==> config.mk <==
export PLATFORM = sky130hd
export DESIGN_NAME = keymx_scanner
export DESIGN_NICKNAME = d
export VERILOG_FILES = /design/src/rtl/keymx_pkg.sv /design/src/rtl/keymx_sync.sv /design/src/rtl/keymx_strobe_seq.sv /design/src/rtl/keymx_key_store.sv /design/src/rtl/keymx_scanner.sv
export SDC_FILE = /design/constraint.sdc
export NUM_CORES = 1
export LEC_CHECK = 0
export CORE_MARGIN = 5
export CORE_UTILIZATION = 47
export DETAILED_ROUTE_END_ITERATION = 12
export PLACE_DENSITY = 0.77
export REMOVE_ABC_BUFFERS = 1
export SYNTH_ARGS = -nofsm -noshare
export SYNTH_HDL_FRONTEND = slang
export SYNTH_SLANG_ARGS = --single-unit
==> constraint.sdc <==
create_clock -name clk -period 0.9 [get_ports clk]
set_input_delay 0.18 -clock clk [delete_from_list [all_inputs] [get_ports clk]]
set_output_delay 0.18 -clock clk [all_outputs]
set_load 0.05 [all_outputs]
==> src/rtl/keymx_pkg.sv <==
package keymx_pkg;

  // Lowest key-state bit of the slot that belongs to a strobe index.
  function automatic int unsigned slot_base(input int unsigned strobe_idx,
                                            input int unsigned slot_w);
    return strobe_idx * slot_w;
  endfunction

endpackage

==> src/rtl/keymx_sync.sv <==
module keymx_sync #(
  parameter int unsigned WIDTH  = 4,
  parameter int unsigned STAGES = 2
) (
  input  logic             clk,
  input  logic             rst_n,
  input  logic [WIDTH-1:0] async_i,
  output logic [WIDTH-1:0] sync_o
);

  logic [WIDTH-1:0] chain_q [STAGES];

  always_ff @(posedge clk) begin
    if (!rst_n) chain_q[0] <= '0;
    else        chain_q[0] <= async_i;
  end

  for (genvar s = 1; s < STAGES; s++) begin : g_stage
    always_ff @(posedge clk) begin
      if (!rst_n) chain_q[s] <= '0;
      else        chain_q[s] <= chain_q[s-1];
    end
  end

  assign sync_o = chain_q[STAGES-1];

endmodule

==> src/rtl/keymx_strobe_seq.sv <==
module keymx_strobe_seq #(
  parameter int unsigned N_STROBE = 12
) (
  input  logic                clk,
  input  logic                rst_n,
  input  logic                tick_i,
  output logic [N_STROBE-1:0] strobe_o,
  output logic                done_o
);

  logic [N_STROBE-1:0] ring_q;
  logic                done_q;
  logic                at_last;

  assign at_last = ring_q[N_STROBE-1];

  always_ff @(posedge clk) begin
    if (!rst_n) begin
      ring_q <= N_STROBE'(1);
      done_q <= 1'b0;
    end else begin
      done_q <= tick_i && at_last;
      if (tick_i) ring_q <= {ring_q[N_STROBE-2:0], ring_q[N_STROBE-1]};
    end
  end

  assign strobe_o = ring_q;
  assign done_o   = done_q;

endmodule

==> src/rtl/keymx_key_store.sv <==
module keymx_key_store
  import keymx_pkg::*;
#(
  parameter int unsigned ROWS = 12,
  parameter int unsigned COLS = 4,
  localparam int unsigned BITS = ROWS * COLS
) (
  input  logic            clk,
  input  logic            rst_n,
  input  logic            tick_i,
  input  logic [ROWS-1:0] row_sel_i,
  input  logic [COLS-1:0] sense_i,
  output logic [BITS-1:0] keys_o
);

  for (genvar r = 0; r < ROWS; r++) begin : g_row
    localparam int unsigned LO = slot_base(r, COLS);
    logic [COLS-1:0] slot_q;
    always_ff @(posedge clk) begin
      if (!rst_n)                     slot_q <= '0;
      else if (tick_i && row_sel_i[r]) slot_q <= sense_i;
    end
    assign keys_o[LO +: COLS] = slot_q;
  end

endmodule

==> src/rtl/keymx_scanner.sv <==
module keymx_scanner #(
  parameter int unsigned N_STROBE    = 12,
  parameter int unsigned N_SENSE     = 4,
  parameter int unsigned SYNC_STAGES = 2,
  localparam int unsigned KEY_BITS   = N_STROBE * N_SENSE
) (
  input  logic                clk,
  input  logic                rst_n,
  input  logic                step_tick,
  input  logic [N_SENSE-1:0]  sense_in,
  output logic [N_STROBE-1:0] strobe_o,
  output logic [KEY_BITS-1:0] key_state_o,
  output logic                scan_done_o
);

  logic [N_SENSE-1:0]  sense_sync;
  logic [N_STROBE-1:0] strobe_w;

  keymx_sync #(.WIDTH(N_SENSE), .STAGES(SYNC_STAGES)) u_sync (
    .clk     (clk),
    .rst_n   (rst_n),
    .async_i (sense_in),
    .sync_o  (sense_sync)
  );

  keymx_strobe_seq #(.N_STROBE(N_STROBE)) u_seq (
    .clk      (clk),
    .rst_n    (rst_n),
    .tick_i   (step_tick),
    .strobe_o (strobe_w),
    .done_o   (scan_done_o)
  );

  keymx_key_store #(.ROWS(N_STROBE), .COLS(N_SENSE)) u_store (
    .clk       (clk),
    .rst_n     (rst_n),
    .tick_i    (step_tick),
    .row_sel_i (strobe_w),
    .sense_i   (sense_sync),
    .keys_o    (key_state_o)
  );

  assign strobe_o = strobe_w;

endmodule

==> impl.org, run 1 <==
** Run status
- Result of the run :: complete, but fails checks
- The final reports fail on setup timing.

** GRT
- Vias in the first global route :: 2126
- The number of antenna violations at the first check in global routing is 0.
- Gr usage total :: between 20% and 30%
- Global routing finished with a remaining overflow of 0.
- Entering global routing, the biggest net connects 23 pins.
- The first global-routing pass estimated between 10 and 15 mm of wire.

** Setup path
- Critical setup path kind :: flip-flop to output pin
- Among all stages on the critical path, the largest delay is contributed by sky130_fd_sc_hd__dfxtp_4.
- The worst setup path is captured at an output pin.
- STA classifies the critical path startpoint as a flip-flop.
- The critical path goes through buf_12.
- For the worst setup path, the data arrival time is 0.85 ns.
- The largest single stage delay on the critical path is 0.37 ns.
- Kind of cell adding the most delay to the critical path :: flip-flops
- Required time reported for the critical path endpoint :: 0.72 ns
- The number of buffers and inverters on the critical path is 1.
- Along the worst path, the maximum fanout reaches 2.

** Place
- Including well taps, the total number of placed cells is 367.
- Placer congestion estimate :: approximately 0.72
- Detailed placement finished with a half-perimeter wire length of around 4 mm.
- Port buffering added 67 buffers.
- Post-place instance area :: 3850 sq um

** Timing
- Setup repair after global routing could not meet its margin everywhere.
- Crit path time final :: around 1 ns
- Between clock sinks in the finished design, the worst skew comes to 0.00959 ns.
- Summed negative setup slack over all endpoints :: -6.85 ns
- Setup violations remaining at the end of the flow were counted as 61.
- Timing would allow up to between 0.9 and 1 GHz.
- The final count of pins violating max slew is 0.
- In the post-route analysis, the smallest setup slack over all paths is -0.131 ns.
- Final worst-path cycle share :: 115%
- On the final layout, the worst hold slack is ~0.36 ns.
- Slew HR :: 83.7%
- Number of hold violations in the final report :: 0
- Slew at the pin closest to its max-slew limit :: roughly 0.24 ns

** Drt
- Remaining antenna violation count after routing :: 0
- Detailed-router iteration count before antenna repair :: 4
- For this run, design rule violations remaining after detail routing come to 0.
- In the routed layout, each cell is associated on average with a via count of slightly above 5.
- Post-DR wirelength/cell :: 17.6 microns
- Vias :: a little over 2000
- Detailed Route Iter0 Violations :: 121
- Wires add up to around 7 mm.

** Synth
- A synthesized cell averages between 10 and 15 sq um.
- During synthesis, Yosys emitted a total of 0 warnings.
- Leading cell types by total area after synthesis :: sky130_fd_sc_hd__dfxtp_1 (56%), sky130_fd_sc_hd__mux2i_1 (20%), sky130_fd_sc_hd__nand2_1 (7.9%)
- Cell taking the most area after synthesis :: sky130_fd_sc_hd__dfxtp_1
- Mapped Area :: roughly 2500 sq um
- The synthesized netlist contains 14 unique library cells.
- Area share of the leading cell type in the synthesized netlist :: between 50 and 60%
- Number of storage elements in the synthesis netlist :: 69
- Post-synthesis instance total :: roughly 230
- Part of the Yosys area used for sequential elements :: between 50% and 60%

** Layout
- Cells with a size suffix above 1 make up around 56% of the layout.
- Non-filler cells in the finished layout :: a little over 400
- The library cell used most frequently in the layout, excluding fill and tap cells, is sky130_fd_sc_hd__buf_12.
- Final Core Density :: between 80% and 90%
- Final non-filler cell area :: 4460 sq um
- Number of nets in the layout :: approximately 340
- Compared with the post-synthesis result, the final layout area differs by 81.3%.
- Ant diodes :: 0
- Top library cells by usage in the layout, fill and taps aside :: sky130_fd_sc_hd__buf_12 (62), sky130_fd_sc_hd__nand2_1 (52), sky130_fd_sc_hd__mux2i_1 (45)
- FILL cells :: approximately 250

** Pwr
- Pwr Density :: 1300 nW/um^2
- In this run switching power makes up around a quarter of total power.
- Sw power :: ~1.4 mW
- IR analysis of the VDD net gives a maximum drop of 0.971 mV.
- Per report_power, the combinational group accounts for between 7 and 8% of the total.
- The clock network burns between 40% and 50% of the power.
- For this design the static power due to leakage is 2.02 nW.
- Cell internal power was estimated by the tool at about 4.4 mW.
- Sequential cells burn between 50% and 60% of the power.

** Clock network
- TritonCTS built the clock tree.
- H-tree depth reported by CTS :: 3
- Buffers inserted to repair hold after CTS numbered 0.
- Number of buffers on the longest clock path :: 2
- At the later pin of the worst-skew pair, clock insertion delay measures around 0.34 ns.
- Number of clock sinks :: about 70
- After clock tree synthesis, the clock-pin slew on the worst setup and hold paths is about 0.070 ns.
- Clock tree synthesis inserted a total of 9 buffers.
- Root buffer selected by CTS :: sky130_fd_sc_hd__clkbuf_8

** Floorplanning
- Total core area :: 5110 sq um
- Full die area :: between 6000 and 7000 sq um
- The die is 82.3 microns wide.
- Number of top-level pins :: 68
- The floorplan has 26 rows.
- The die is approximately 82 microns tall.
- For this configuration, the core starts out at a cell density of 48.1%.

** Flow run
- Max-cap violations in this run came to 0.

** Worst hold path
- Class of the worst hold path :: input pin to flip-flop
[logic make-up after synthesis]
logic type             after synthesis  share of synthesized area, %
AO/OA/AOI/OAI                       11                          3.36
buffers and inverters               15                          4.38
flip-flops                          69                          56.2
multiplexers                        48                          19.5
AND/OR/NAND/NOR                     86                          16.5
[layout make-up]
cell class / instances / area, sq um / area share [%]
tap: 70 / 87.6 / 1.97
timing repair buffer: 104 / 1600 / 36.0
clock buffer: 14 / 173 / 3.87
sequential: 69 / 1500 / 33.7
clock inverter: 1 / 5.00 / 0.112
multi-input combinational: 145 / 1080 / 24.3
[sequential cells by signal, summed over array words and instances, names as in the netlist]
| signal | flops |
|---|---|
| u_seq.strobe_o | 12 |
| u_store.g_row.slot_q | 48 |
| u_seq.done_o | 1 |
| u_sync.chain_q | 8 |
[Yosys cell counts (all sizes together)]
master and instances:
nand2b 12, nand3 1, and3 1, mux2i 48, buf 14, nand2 64
and2 8, a21boi 11, dfxtp 69, clkbuf 1
[per-layer routing]
metal	global-route usage, %	share of wire [%]
met1	25.7	43
met2	37.3	49
met3	5.64	6.4
met4	11.0	1.6
met5	0	0
[worst paths after layout]
| check | start | end | slack, ns | depth (start not counted) |
|---|---|---|---|---|
| max reg2reg | u_seq.strobe_o[5] | u_store.g_row[5].slot_q[2] | 0 | 3 |
| min reg2reg | u_sync.chain_q[0][1] | u_sync.chain_q[1][1] | 0.44 | 1 |
| min | rst_n | u_seq.strobe_o[0] | 0.36 | 3 |
| max | u_store.g_row[5].slot_q[0] | key_state_o[20] | -0.13 | 1 |
[repair_timing]
| item | 4_1_cts | 5_1_grt |
|---|---|---|
| pin swaps | 1 | 0 |
| gates resized for setup | 84 | 28 |
| endpoints found under the setup margin | 102 | 99 |
| setup buffers | 17 | 3 |
| cloned | 1 | 0 |
[metrics by stage]
step                worst slack (ns)  total power [mW]
floorplan                     -0.214              3.30
global placement              -0.376              3.53
detailed placement            -0.453              3.54
CTS                           -0.142              5.78
global route                  -0.156              5.97
finish                        -0.131              5.80
[power groups by stage]
| stage | registers (mW) | logic [mW] | clock network, mW |
|---|---|---|---|
| 6_report | 3.06 | 0.421 | 2.32 |
| 5_1_grt | 3.07 | 0.440 | 2.47 |
| 4_1_cts | 3.08 | 0.387 | 2.32 |
| 3_5_place_dp | 3.18 | 0.352 | 0 |
| 3_3_place_gp | 3.18 | 0.349 | 0 |
| 2_1_floorplan | 3.23 | 0.0731 | 0 |
Power figures use the tool's default switching activity.
==> run 2, diff against run 1 <==
==> constraint.sdc (replaced) <==
create_clock -name clk -period 0.9 [get_ports clk]
set_input_delay 0.18 -clock clk [delete_from_list [all_inputs] [get_ports clk]]
set_output_delay 0.18 -clock clk [all_outputs]
set_load 0.005 [all_outputs]
==> run 2 against run 1 <==
The flow still finishes with violations (setup timing). Final area shrank 19%. Maximum frequency grew 6.1%. Critical endpoint is now strobe_o[3]. Total power shrank 5.1%. First-iteration DRC count shrank 22%. Critical path type unchanged. Worst setup slack gained 0.059 ns. Final cell count shrank 0.25%. Combinational power shrank 26%. Die area is the same. Highest routed layer unchanged. Clock skew shrank 0.0048 ns.
==> impl.org, run 2 (synthesis results as in run 1) <==
** Pwr
- The combinational share of power is 5.6% (-1.6 points).
- Pwr Density :: 1520 nW/um^2 (+17%)
- Sw power :: 1.21 mW (-11%)
- Part of the power in the clock network :: 38.0% (-2.0 points)
- Switching part of the total :: 22.0% (-1.5 points)
- The fraction of power consumed by sequential logic is 56.3% (+3.5 points).
- Standby leakage power :: 1.89 nW (-6.6%)
- Worst supply voltage drop on vdd :: 0.905 mV (-6.7%)
- The internal power consumption was 4.30 mW (-3.3%).

** Drt
- The detailed router's first-iteration violation count is 94 (-22%).
- Remaining antenna violation count after routing :: 0 (unchanged)
- The via count is 1945 (-4.8%).
- # DRC :: 0 (unchanged)
- The final routed wirelength across all metal layers is 5.93 mm (-17%).
- The post-detailed-route wirelength per cell was 14.7 microns (-16%).
- Detailed-route vias per instance :: 4.84 (-4.6%)
- Detailed-router iteration count before antenna repair :: 4 (unchanged)

** Timing
- Setup repair after global routing missed its margin :: yes
- Setup slack of the critical path after layout :: -0.0715 ns (+0.0594 ns)
- The post-route fraction of the period consumed by the critical path was 108% (-6.6 points).
- Slew HR :: 84.3% (+0.58 points)
- Final setup violation count :: 61 (unchanged)
- Crit path time final :: 0.971 ns (-0.0594 ns)
- The fmax was 1.03 GHz (+6.1%).
- The worst-margin pin slew was 0.235 ns (-0.00871 ns).
- The number of hold violations in the final report was 0 (unchanged).
- The clock tree skew after final layout came to 0.00478 ns (-0.00481 ns).
- The final count of pins violating max slew was 0 (unchanged).

** Clock network
- The clock transition at the registers of the reported paths was 0.07 ns (about the same).
- The clock sink count came to 69 (unchanged).
- Clock latency on the worst-skew pair :: 0.34 ns (about the same)
- The buffer levels on the longest clock path was 2 (unchanged).
- The cts-stage hold buffer count was 0 (unchanged).
- Root buffer selected by CTS :: sky130_fd_sc_hd__clkbuf_8
- CTS tree :: built
- TritonCTS Buffers :: 9 (unchanged)
- H-tree depth reported by CTS :: 3 (unchanged)

** Worst hold path
- The path class of the tightest hold or removal check is input pin to flip-flop.

** Place
- Post-place instance area :: 3320 sq um (-14%)
- The weighted congestion at the end of routability-driven global placement came to 0.727 (+1.1%).
- Input/output buffers :: 67 (unchanged)
- Worst slack at placement :: -0.397 ns (+0.0565 ns)
- The half-perimeter wire length after detailed placement was 3.90 mm (-4.6%).

** Setup path
- The worst setup path is of the flip-flop to output pin kind.
- The count of buffer and inverter cells on the critical path was 1 (unchanged).
- Worst setup SP type :: flip-flop
- The delay of the slowest cell on the worst path is 0.36 ns (about the same).
- The worst setup path is captured at an output pin.
- The signal on the critical path passes through buf_6.
- Kind of cell adding the most delay to the critical path :: flip-flops
- Among all stages on the critical path, the largest delay is contributed by sky130_fd_sc_hd__dfxtp_2.
- Required time reported for the critical path endpoint :: 0.72 ns (about the same)
- Crit path max fanout :: 2 (unchanged)
- The data arrival time of the critical path was 0.79 ns (-0.06 ns).

** GRT
- Global route total overflow :: 0 (unchanged)
- The number of antenna violations at the first check in global routing is 0 (unchanged).
- The number of global-route vias before repair was 2006 (-5.6%).
- The maximum number of pins on one net before global-route repair is 18 (-22%).
- The global-route usage over all layers is 19.4% (-2.7 points).
- Global-route wire length before repair :: 9.55 mm (-11%)

** Floorplanning
- The core footprint is 5110 sq um (unchanged).
- The initial core utilization is 48.1% (unchanged).
- The number of placement rows came to 26 (unchanged).
- Full die area :: 6780 sq um (unchanged)
- The count of pins on the block boundary is 68 (unchanged).
- The overall die height was 82.3 microns (unchanged).
- Die extent in x :: 82.3 microns (unchanged)

** Run status
- Result of the run :: complete, but fails checks
- The checks that failed: setup timing.

** Layout
- FILL cells :: 396 (+60%)
- Number of nets in the layout :: 335 (-0.30%)
- The library cell used most frequently in the layout, excluding fill and tap cells, is sky130_fd_sc_hd__dfxtp_2.
- Ant diodes :: 0 (unchanged)
- The share of post-route cells with drive strength above 1 came to 56.0% (-0.43 points).
- Final non-filler cell area :: 3630 sq um (-19%)
- The register with the most flip-flops in the final layout is u_store.g_row.slot_q.
- The share of the core filled with cells is 71.1% (-16 points).
- The area growth from synthesis to layout is 47.6%.
- Leaving out fill and tap cells, the most frequent cells in the layout are sky130_fd_sc_hd__dfxtp_2 (61), sky130_fd_sc_hd__nand2_1 (52), sky130_fd_sc_hd__mux2i_1 (45).
- Number of flip-flops in the largest register :: 48 (unchanged)

** Flow run
- Max-Cap Viols :: 0 (unchanged)
-- run 2: path summary, 6_finish.rpt --
path,depth (start not counted),to,startpoint,slack [ns]
worst max-delay path,1,strobe_o[3],u_seq.strobe_o[3],-0.07
worst min-delay path,3,u_store.g_row[2].slot_q[3],rst_n,0.21
worst max register to register,3,u_store.g_row[5].slot_q[3],u_seq.strobe_o[5],0.03
worst min register to register,1,u_sync.chain_q[1][0],u_sync.chain_q[0][0],0.44
-- run 2: layout make-up --
cell class	count	area, sq um	share of cell area, %
Clock inverter	2	10.0	0.276
Clock buffer	13	149	4.10
Sequential cell	69	1460	40.2
Timing Repair Buffer	103	867	23.9
Multi-Input combinational cell	145	1060	29.2
Tap cell	70	87.6	2.41
-- run 2: power groups by stage --
stage | clock (mW) | sequential [mW] | combinational, mW
final | 2.09 | 3.10 | 0.311
after global routing | 2.28 | 3.11 | 0.335
after CTS | 2.14 | 3.10 | 0.285
after detailed placement | 0 | 3.17 | 0.270
after global placement | 0 | 3.17 | 0.267
after floorplan | 0 | 3.17 | 0.0731
-- run 2: layer usage --
metal  up-vias  part of all wire (%)  wire length, microns  global-route usage (%)
met5         -                     0                     0                       0
met4         0                   2.9                   170                    12.3
met3        14                   6.1                   363                    4.77
met2        58                    46                  2720                    30.6
met1       922                    45                  2680                    23.4
li1        951                     -                     -                       -
-- run 2: timing repair --
action	in CTS	in global routing
endpoints found under the setup margin	111	80
pin swaps	2	1
buffers inserted	8	2
resized for setup	319	37
endpoints found under the hold margin	0	0
gates cloned	1	0
-- run 2: stage by stage --
step | total power [mW] | instances | setup TNS [ns] | hold slack (ns)
2_1_floorplan | 3.24 | 214 | 0 | 0.252
3_3_place_gp | 3.44 | 378 | -27.23 | 0.415
3_5_place_dp | 3.44 | 378 | -28.63 | 0.427
4_1_cts | 5.52 | 400 | -4.23 | 0.202
5_1_grt | 5.72 | 402 | -5.05 | 0.228
6_report | 5.51 | 402 | -3.08 | 0.209
==> run 3, diff against run 2 <==
--- a/config.mk
+++ b/config.mk
@@ -8,6 +8,7 @@
 export CORE_MARGIN = 5
 export CORE_UTILIZATION = 47
 export DETAILED_ROUTE_END_ITERATION = 12
+export MAX_ROUTING_LAYER = met4
 export PLACE_DENSITY = 0.77
 export REMOVE_ABC_BUFFERS = 1
 export SYNTH_ARGS = -nofsm -noshare
==> run 3 against run 2 <==
The run still ends with setup timing left. Sequential share of layout area unchanged. Sequential cell count unchanged. Routed wire length rose by 0.57%. Worst setup slack worse by 0.0043 ns. Register-to-register slack barely moved. Sequential power hardly changed. First-iteration DRC count up 1.1%. Final area unchanged. Global-route usage grew 0.50 points. Final cell count is the same. Utilization unchanged. Die area is the same. Largest power group unchanged.
==> impl.org, run 3 (synthesis results as in run 1) <==
** Run status
- The checks that failed: setup timing.
- The flow ran to the end, but the final reports show violations.

** Drt
- The detailed-routing iteration count for the pre-antenna-repair pass came to 6 (+2).
- Post-DR wirelength/cell :: 14.8 microns (+0.57%)
- Vias :: 1934 (-0.57%)
- # DRC :: 0 (unchanged)
- Detailed Route WL :: 5.96 mm (+0.57%)
- The per-cell via count in the routed design was 4.81 (-0.57%).
- Detailed Route Iter0 Violations :: 95 (+1.1%)
- Remaining antenna violation count after routing :: 0 (unchanged)

** Setup path
- The delay of the slowest cell on the worst path came to 0.35 ns (about the same).
- The critical path goes through buf_2.
- Critical path endpoint category :: output pin
- Required time reported for the critical path endpoint :: 0.72 ns (about the same)
- The biggest fanout along the worst timing path was 2 (unchanged).
- The critical path is of the flip-flop to output pin type.
- The worst setup path is launched from a flip-flop.
- Arrival time reported for the critical path endpoint :: 0.80 ns (about the same)
- Combined buffer and inverter count along the critical path :: 1 (unchanged)
- The cell depth of the worst setup path was 1 (unchanged).
- The slowest stage of the critical path belongs to the cell sky130_fd_sc_hd__dfxtp_2.
- Kind of cell adding the most delay to the critical path :: flip-flops
- Cell depth of the worst flop-to-flop path :: 3 (unchanged)

** Flow run
- The reported max-cap violation count came to 0 (unchanged).

** Pwr
- The fraction of power consumed by sequential logic was 56.3% (about the same).
- Power Internal :: 4.30 mW (about the same)
- The switching part of the total is 22.1% (+0.084 points).
- Sw power :: 1.22 mW (+0.49%)
- Share of power burned in combinational logic :: 5.6% (about the same)
- The maximum resistive drop on vdd was 0.908 mV (+0.27%).
- Part of the power in the clock network :: 38.1% (about the same)
- The leakage power of the design was 1.89 nW (unchanged).
- Pwr Density :: 1520 nW/um^2 (+0.11%)

** GRT
- Global-route wire length before repair :: 9.54 mm (about the same)
- The number of global-route vias before repair came to 2002 (-0.20%).
- Largest net degree at the start of global routing :: 18 (unchanged)
- Gr usage total :: 19.9% (+0.50 points)
- The number of antenna violations at the first check in global routing was 0 (unchanged).
- The total overflow reported by the global router was 0 (unchanged).

** Floorplanning
- Number of top-level pins :: 68 (unchanged)
- Full die area :: 6780 sq um (unchanged)
- Cell row count :: 26 (unchanged)
- Vertical die dimension :: 82.3 microns (unchanged)
- Die extent in x :: 82.3 microns (unchanged)
- Starting density of the core :: 48.1% (unchanged)
- The core footprint came to 5110 sq um (unchanged).

** Layout
- Ant diodes :: 0 (unchanged)
- The relative area change from synthesis to final layout came to 47.6% (unchanged).
- The flip-flop count of the largest register, all copies and words added was 48 (unchanged).
- The count of fill cells added during filler insertion came to 396 (unchanged).
- The library cells used most frequently in the layout, excluding fill and tap cells, are sky130_fd_sc_hd__dfxtp_2 (61), sky130_fd_sc_hd__nand2_1 (52), sky130_fd_sc_hd__mux2i_1 (45).
- The share of post-route cells with drive strength above 1 is 56.0% (unchanged).
- The post-layout net count came to 335 (unchanged).
- Most frequent standard cell in the layout excluding fill and tap cells :: sky130_fd_sc_hd__dfxtp_2
- Multi-input logic area :: 1060 sq um (unchanged)
- Register area :: 1460 sq um (unchanged)
- The register with the most flip-flops in the final layout is u_store.g_row.slot_q.

** Timing
- The number of hold violations in the final report was 0 (unchanged).
- Clk_skew :: 0.00559 ns (+0.000813 ns)
- Max-slew violations :: 0 (unchanged)
- The tightest hold margin is 0.209 ns (-0.0000970 ns).
- Setup repair after global routing could not meet its margin everywhere.
- Final worst-path cycle share :: 108% (+0.47 points)
- Setup slack of the critical path after layout :: -0.0758 ns (-0.00426 ns)
- The clock period minus final worst setup slack is 0.976 ns (+0.00426 ns).
- Highest clock rate :: 1.02 GHz (-0.44%)
- The setup-violating endpoint count in the final report came to 61 (unchanged).
- The worst-margin pin slew is 0.236 ns (+0.000988 ns).
- Slew HR :: 84.2% (about the same)

** Clock network
- The buffer levels on the longest clock path is 2 (unchanged).
- Number of clock sinks :: 69 (unchanged)
- The number of CTS-inserted buffers came to 9 (unchanged).
- CTS tree :: built
- The number of H-tree branching levels was 3 (unchanged).
- Quantity of hold-fixing buffers added after cts :: 0 (unchanged)
- Clock slew at reported path FFs :: 0.07 ns (about the same)
- The latest clock arrival within the worst-skew pair came to 0.34 ns (about the same).
- The cell sitting at the root of the clock tree is a sky130_fd_sc_hd__clkbuf_8.

** Place
- The post-place setup slack came to -0.397 ns (unchanged).
- The number of buffer cells added on primary ports was 67 (unchanged).
- The half-perimeter wire length after detailed placement was 3.90 mm (unchanged).
- The weighted congestion at the end of routability-driven global placement is 0.736 (+1.2%).

** Worst hold path
- Worst hold stages :: 3 (unchanged)
- The path class of the tightest hold or removal check is input pin to flip-flop.
## run 3: cell counts in the layout (fill, tap and decap cells not counted)
Identical to the previous run, type by type.
## run 3: power by group through the flow
| stage | combinational [mW] | clock, mW | sequential [mW] |
|---|---|---|---|
| final | 0.310 | 2.10 | 3.10 |
| after global routing | 0.336 | 2.27 | 3.11 |
| after global placement | 0.267 | 0 | 3.17 |
| after detailed placement | 0.270 | 0 | 3.17 |
| after floorplan | 0.0731 | 0 | 3.17 |
| after CTS | 0.285 | 2.14 | 3.10 |
## run 3: worst register-to-register path, cell delays in order (launching register included)
cell                      delay [ns]
sky130_fd_sc_hd__dfxtp_2        0.32
sky130_fd_sc_hd__buf_4          0.15
sky130_fd_sc_hd__nand2_8        0.09
sky130_fd_sc_hd__mux2i_2        0.23
## run 3: metrics by stage
stage | utilization [%] | power [mW] | cell area [sq um] | instances | setup TNS (ns)
after floorplan | - | 3.24 | 2350 | 214 | 0
after global placement | 65.0 | 3.44 | 3320 | 378 | -27.23
after detailed placement | 65.0 | 3.44 | 3320 | 378 | -28.63
after CTS | 66.5 | 5.52 | 3400 | 400 | -4.23
after global routing | 71.1 | 5.72 | 3630 | 402 | -4.89
final | 71.1 | 5.51 | 3630 | 402 | -3.18
## run 3: final cells by class
type	count	share of cell area, %
clock inverter	2	0.276
clock buffer	13	4.10
tap	70	2.41
sequential	69	40.2
multi-input combinational	145	29.2
timing repair buffer	103	23.9
## run 3: repair_timing
action                                  4_1_cts  5_1_grt
cloned                                        1        0
pin swaps                                     2        1
endpoints found under the setup margin      111       80
resized for setup                           319       37
hold endpoints to repair                      0        0
buffers inserted                              8        2
## run 3: worst paths after layout
check / from / endpoint / slack (ns)
max reg2reg: u_seq.strobe_o[5] / u_store.g_row[5].slot_q[3] / 0.03
max: u_store.g_row[5].slot_q[3] / key_state_o[23] / -0.08
min: rst_n / u_store.g_row[2].slot_q[3] / 0.21
min reg2reg: u_sync.chain_q[0][0] / u_sync.chain_q[1][0] / 0.44
## run 3: per-layer routing
metal | global-route usage, % | wire, microns
met1 | 23.8 | 2700
met2 | 30.6 | 2790
met3 | 4.01 | 344
met4 | 12.3 | 132
met5 | - | 0
